`config.mk`:
```
export PLATFORM = sky130hd
export DESIGN_NAME = prefix_walker
export DESIGN_NICKNAME = d
export VERILOG_FILES = /design/src/rtl/prefix_walker.sv
export SDC_FILE = /design/constraint.sdc
export NUM_CORES = 1
export LEC_CHECK = 0
export ABC_AREA = 0
export BUFFER_PORTS_ARGS = -buffer_cell sky130_fd_sc_hd__buf_2
export CAP_MARGIN = 40
export CELL_PAD_IN_SITES_DETAIL_PLACEMENT = 1
export CELL_PAD_IN_SITES_GLOBAL_PLACEMENT = 1
export CORE_MARGIN = 4
export CORE_UTILIZATION = 50
export CTS_CLUSTER_SIZE = 8
export DETAILED_ROUTE_END_ITERATION = 6
export PLACE_DENSITY = 0.84
export SYNTH_ARGS = -nofsm -noshare
export SYNTH_HDL_FRONTEND = slang
export SYNTH_SLANG_ARGS = --single-unit
```
`constraint.sdc`:
```
create_clock -name clk -period 13.68 [get_ports clk]
set_input_delay 0.684 -clock clk [delete_from_list [all_inputs] [get_ports clk]]
set_output_delay 0.684 -clock clk [all_outputs]
set_load 0.02 [all_outputs]
```
`src/rtl/prefix_walker.sv`:
```
module prefix_walker #(
  parameter int ADDR_W = 20,
  parameter int VAL_W  = 16,
  parameter int TOK_W  = 4,
  parameter int LAT    = 4,
  parameter int DEPTH  = 2 * LAT
) (
  input  logic              clk,
  input  logic              rst_n,
  input  logic              in_valid,
  input  logic [31:0]       in_addr,
  output logic              in_ready,
  input  logic              tok_avail,
  input  logic [TOK_W-1:0]  tok_id,
  output logic              tok_take,
  output logic              mem_req_valid,
  output logic [ADDR_W-1:0] mem_req_addr,
  input  logic              mem_rsp_valid,
  input  logic [ADDR_W:0]   mem_rsp_data,
  output logic              res_valid,
  output logic [TOK_W-1:0]  res_token,
  output logic [VAL_W-1:0]  res_value
);
  localparam int PW = $clog2(DEPTH);
  localparam int CW = $clog2(DEPTH + 1);

  logic [15:0]      q_rem [DEPTH];
  logic [TOK_W-1:0] q_tok [DEPTH];
  logic [1:0]       q_lvl [DEPTH];
  logic [PW-1:0]    wr_ptr, rd_ptr;
  logic [CW-1:0]    cnt;

  logic [15:0]      head_rem;
  logic [TOK_W-1:0] head_tok;
  logic [1:0]       head_lvl;
  logic             rsp_leaf, recirc, enq, deq, room;

  assign head_rem = q_rem[rd_ptr];
  assign head_tok = q_tok[rd_ptr];
  assign head_lvl = q_lvl[rd_ptr];

  assign rsp_leaf = mem_rsp_data[ADDR_W] || (head_lvl == 2'd2);
  assign recirc   = mem_rsp_valid && !rsp_leaf;
  assign deq      = mem_rsp_valid;
  assign room     = (cnt != CW'(DEPTH)) || deq;

  assign in_ready = tok_avail && !recirc && room;
  assign tok_take = in_valid && in_ready;
  assign enq      = recirc || tok_take;

  assign mem_req_valid = enq;
  assign mem_req_addr  = recirc ? mem_rsp_data[ADDR_W-1:0] + ADDR_W'(head_rem[15:8])
                                : ADDR_W'(in_addr[31:16]);

  always_ff @(posedge clk) begin
    if (enq) begin
      q_rem[wr_ptr] <= recirc ? {head_rem[7:0], 8'h00} : in_addr[15:0];
      q_tok[wr_ptr] <= recirc ? head_tok : tok_id;
      q_lvl[wr_ptr] <= recirc ? head_lvl + 2'd1 : 2'd0;
    end
  end

  always_ff @(posedge clk) begin
    if (!rst_n) begin
      wr_ptr    <= '0;
      rd_ptr    <= '0;
      cnt       <= '0;
      res_valid <= 1'b0;
      res_token <= '0;
      res_value <= '0;
    end else begin
      if (enq) wr_ptr <= (wr_ptr == PW'(DEPTH - 1)) ? '0 : wr_ptr + 1'b1;
      if (deq) rd_ptr <= (rd_ptr == PW'(DEPTH - 1)) ? '0 : rd_ptr + 1'b1;
      cnt       <= cnt + CW'(enq) - CW'(deq);
      res_valid <= mem_rsp_valid && rsp_leaf;
      if (mem_rsp_valid && rsp_leaf) begin
        res_token <= head_tok;
        res_value <= mem_rsp_data[VAL_W-1:0];
      end
    end
  end
endmodule


```
==> reports/summary.json <==
{
  "outcome": {
    "outcome": "finished clean"
  },
  "worst_hold_path": {
    "hold_class": "input port to flip-flop"
  },
  "floorplan": {
    "boundaryPins": 106,
    "design.die.area_mm2": 0.0202,
    "core.rowCount": 48,
    "core-area_mm2": 0.0175,
    "initial_util_pct": 51.5,
    "chipWidth_um": 142,
    "floorplan.die.height_um": 142
  },
  "critical_path": {
    "path_delay_family": "simple AND/OR/NAND/NOR gates",
    "crit_slowest_cell": "mux4_2",
    "timing_worst_setup_path_type": "flip-flop to output port",
    "critPathLaunchType": "flip-flop",
    "worstPathBufferInverterCount": 3,
    "crit_chain": "buf_4, buf_16, mux4_2, mux2_2, ha_1, nand4_1, nor3_2, o21bai_1, or4_1, a21oi_1, buf_2",
    "timing.critical_path.required_ps": 13000,
    "timing.critical_path.slowest_cell_delay_ps": 550,
    "worst-path-max-fanout": 42,
    "cp_data_arrival_time_ps": 4090,
    "critPathCaptureType": "output port"
  },
  "placement": {
    "globalplace.congestion": 0.889,
    "dp_hpwl_um": 14600,
    "placement.cell_area_mm2": 0.00987,
    "placed_cells_incl_taps": 896,
    "port_buffers": 105
  },
  "logic_synthesis": {
    "average_footprint_of_a_synthesized_cell_um2": 15.5,
    "postSynth.asyncResetShare_pct": 0,
    "netlist_area_mm2": 0.00899,
    "ys_seq_area_share_pct": 66.3,
    "synth_edf_count": 176,
    "synthCells": 580,
    "synth-seq-cells": 210,
    "synthDominantCellAreaShare_pct": 58.8,
    "post_synth_main_area_contributors": "edfxtp_1, mux4_2, dfxtp_1",
    "synth-warning-count": 0,
    "synth_top_cell_by_area": "edfxtp_1",
    "postSynth.topFlopCell": "edfxtp_1",
    "synth_fp_nets": 662,
    "synth.distinct_cells": 47
  },
  "clock_tree": {
    "tritoncts": "yes",
    "ctsHoldBuffers": 0,
    "cts_setup_buffers": 0,
    "cts.reportedPaths.clkPinSlew_ps": 60,
    "ctsResizeCount": 0,
    "h-tree-depth": 1,
    "clkLatencyLatePin_ps": 530,
    "tritoncts.num_buffers": 30,
    "cts.sinks": 210,
    "clock_tree.buffer_depth": 3,
    "clockRootBuffer": "clkbuf_16"
  },
  "timing": {
    "grt_setup_unrepaired": "false",
    "hold_ws_ps": 436,
    "fin_crit_ps": 4770,
    "final_hold_viol_count": 0,
    "min_period_over_period_pct": 34.9,
    "slew_viol_final": 0,
    "fmax_ghz": 0.210,
    "setup_violations": 0,
    "relSlewSlack_pct": 39.7,
    "tightest_slew_ps": 895,
    "max_clock_skew_ps": 16.7,
    "fin_tns_setup_ps": 0
  },
  "layout": {
    "post_layout_nonfiller_instances": 952,
    "antennaDiodeCount": 0,
    "fillCellCount": 1633,
    "fin_area_mm2": 0.0108,
    "final_layout_size_suffix_gt1_share_pct": 30.7,
    "area.growth.synth_to_final_pct": 19.5,
    "final_nets": 786
  },
  "grt": {
    "gr-usage-all-layers_pct": 22.3,
    "antenna_found_initial": 0,
    "grt_max_degree": 43,
    "grt_pass1_wl_um": 34800,
    "grt_pass1_vias": 6051,
    "leftover_overflow_at_the_end_of_global_routing": 0
  },
  "detailed_routing": {
    "remaining_drc_errors": 0,
    "antenna_violating_nets_post_route": 0,
    "detailed_route_wl_um": 22100,
    "detailedRoute.firstIterationViolations": 357,
    "routedWlPerCell_um": 23.2,
    "detail_route.vias_per_cell": 5.81,
    "drt_first_pass_iters": 5,
    "dr_total_vias": 5532
  },
  "power": {
    "report.power.total_uw": 1650,
    "cellLeakagePower_uw": 0.00390,
    "pwr_density_cell_mw_per_mm2": 154,
    "max-vdd-ir-drop_mv": 0.0932
  },
  "run": {
    "max_cap_viol_count": 0
  }
}
-- cells in the mapped netlist, types with 3 or more instances --
cell / instances
a31oi_1: 5
dfxtp_1: 34
or4_1: 6
mux2i_1: 19
and2_1: 15
o31ai_1: 4
buf_2: 6
edfxtp_1: 176
xnor2_1: 5
mux4_2: 44
mux2_2: 8
o21ai_0: 28
a21boi_0: 17
o211a_1: 4
nand2_1: 75
nor2b_1: 7
a21o_1: 3
nor2_1: 16
a21oi_1: 7
xor2_1: 7
and3_1: 3
clkbuf_1: 23
or3_1: 4
nand2b_1: 5
ha_1: 18
inv_1: 12
-- flip-flops by register name, summed over array words and instances (netlist names), named ones only --
name and flops:
cnt 4, q_lvl 16, q_rem 128, q_tok 32
rd_ptr 3, res_token 4, res_valid 1, res_value 16
wr_ptr 3
-- cell families (layout without fill, tap and decap cells) --
logic type	Yosys count	count (layout)	share of synthesized area [%]
flip-flops	210	210	66.3
multiplexers	71	71	14.1
AND/OR/NAND/NOR	142	142	7.50
XOR/XNOR	12	12	1.17
adder cells (fa/ha/maj)	20	20	2.95
buffers and inverters	43	190	1.96
AO/OA/AOI/OAI	82	82	5.97
-- stage by stage --
step	setup WS [ps]	utilization, %
finish	8910	61.5
global route	8600	61.5
CTS	8840	61.5
detailed placement	9400	56.5
global placement	9000	56.0
floorplan	9260	-
-- cells in the final DEF (no fill, tap or decap), types with 7 or more instances in the layout --
master / n
xor2_1: 7
edfxtp_1: 176
nand2_1: 74
inv_1: 12
mux2_2: 8
a21boi_0: 17
buf_4: 13
and2_1: 15
buf_2: 106
clkbuf_1: 23
o21ai_0: 28
a21oi_1: 7
ha_1: 18
mux2i_1: 19
clkbuf_16: 31
mux4_2: 44
nor2_1: 10
dfxtp_1: 32
-- final timing paths --
path / from / endpoint / slack [ps] / cells past startpoint
min reg2reg: res_value[13] / res_value[13] / 460 / 2
max: flip-flop / mem_req_addr[19] / 8910 / 11
max reg2reg: flip-flop / q_rem[3][6] / 9470 / 10
min: mem_rsp_data[2] / res_value[2] / 440 / 3
-- worst min-delay path, delay by kind of cell --
| kind | cells | cell delay [ps] |
|---|---|---|
| buffers and inverters | 1 | 120 |
| AOI/OAI and AO/OA | 1 | 60 |
| and+or+nand+nor | 1 | 50 |
-- metal layers --
layer  share of wire [%]  wire length (um)  up-vias  global-route usage, %
met5                   0                 0        -                      0
met4                 2.6               580        0                   6.82
met3                 6.4              1410       47                   3.39
met2                  51             11300      202                   40.1
met1                  40              8810     2798                   27.9
li1                    -                 -     2485                      -
-- final cells by class --
type	instances	area, um2	area share, %
well taps	225	282	2.62
inverters	12	45.0	0.419
clock buffers	54	862	8.02
flip-flops and latches	210	5970	55.5
multi-input cells	327	2880	26.8
clock inverters	1	8.76	0.0815
repair buffers	123	702	6.53
-- power breakdown --
| group | switching (uW) | internal, uW |
|---|---|---|
| combinational | 136 | 95.3 |
| sequential | 13.9 | 732 |
| clock | 255 | 419 |
| total | 406 | 1250 |
Power figures use the tool's default switching activity.
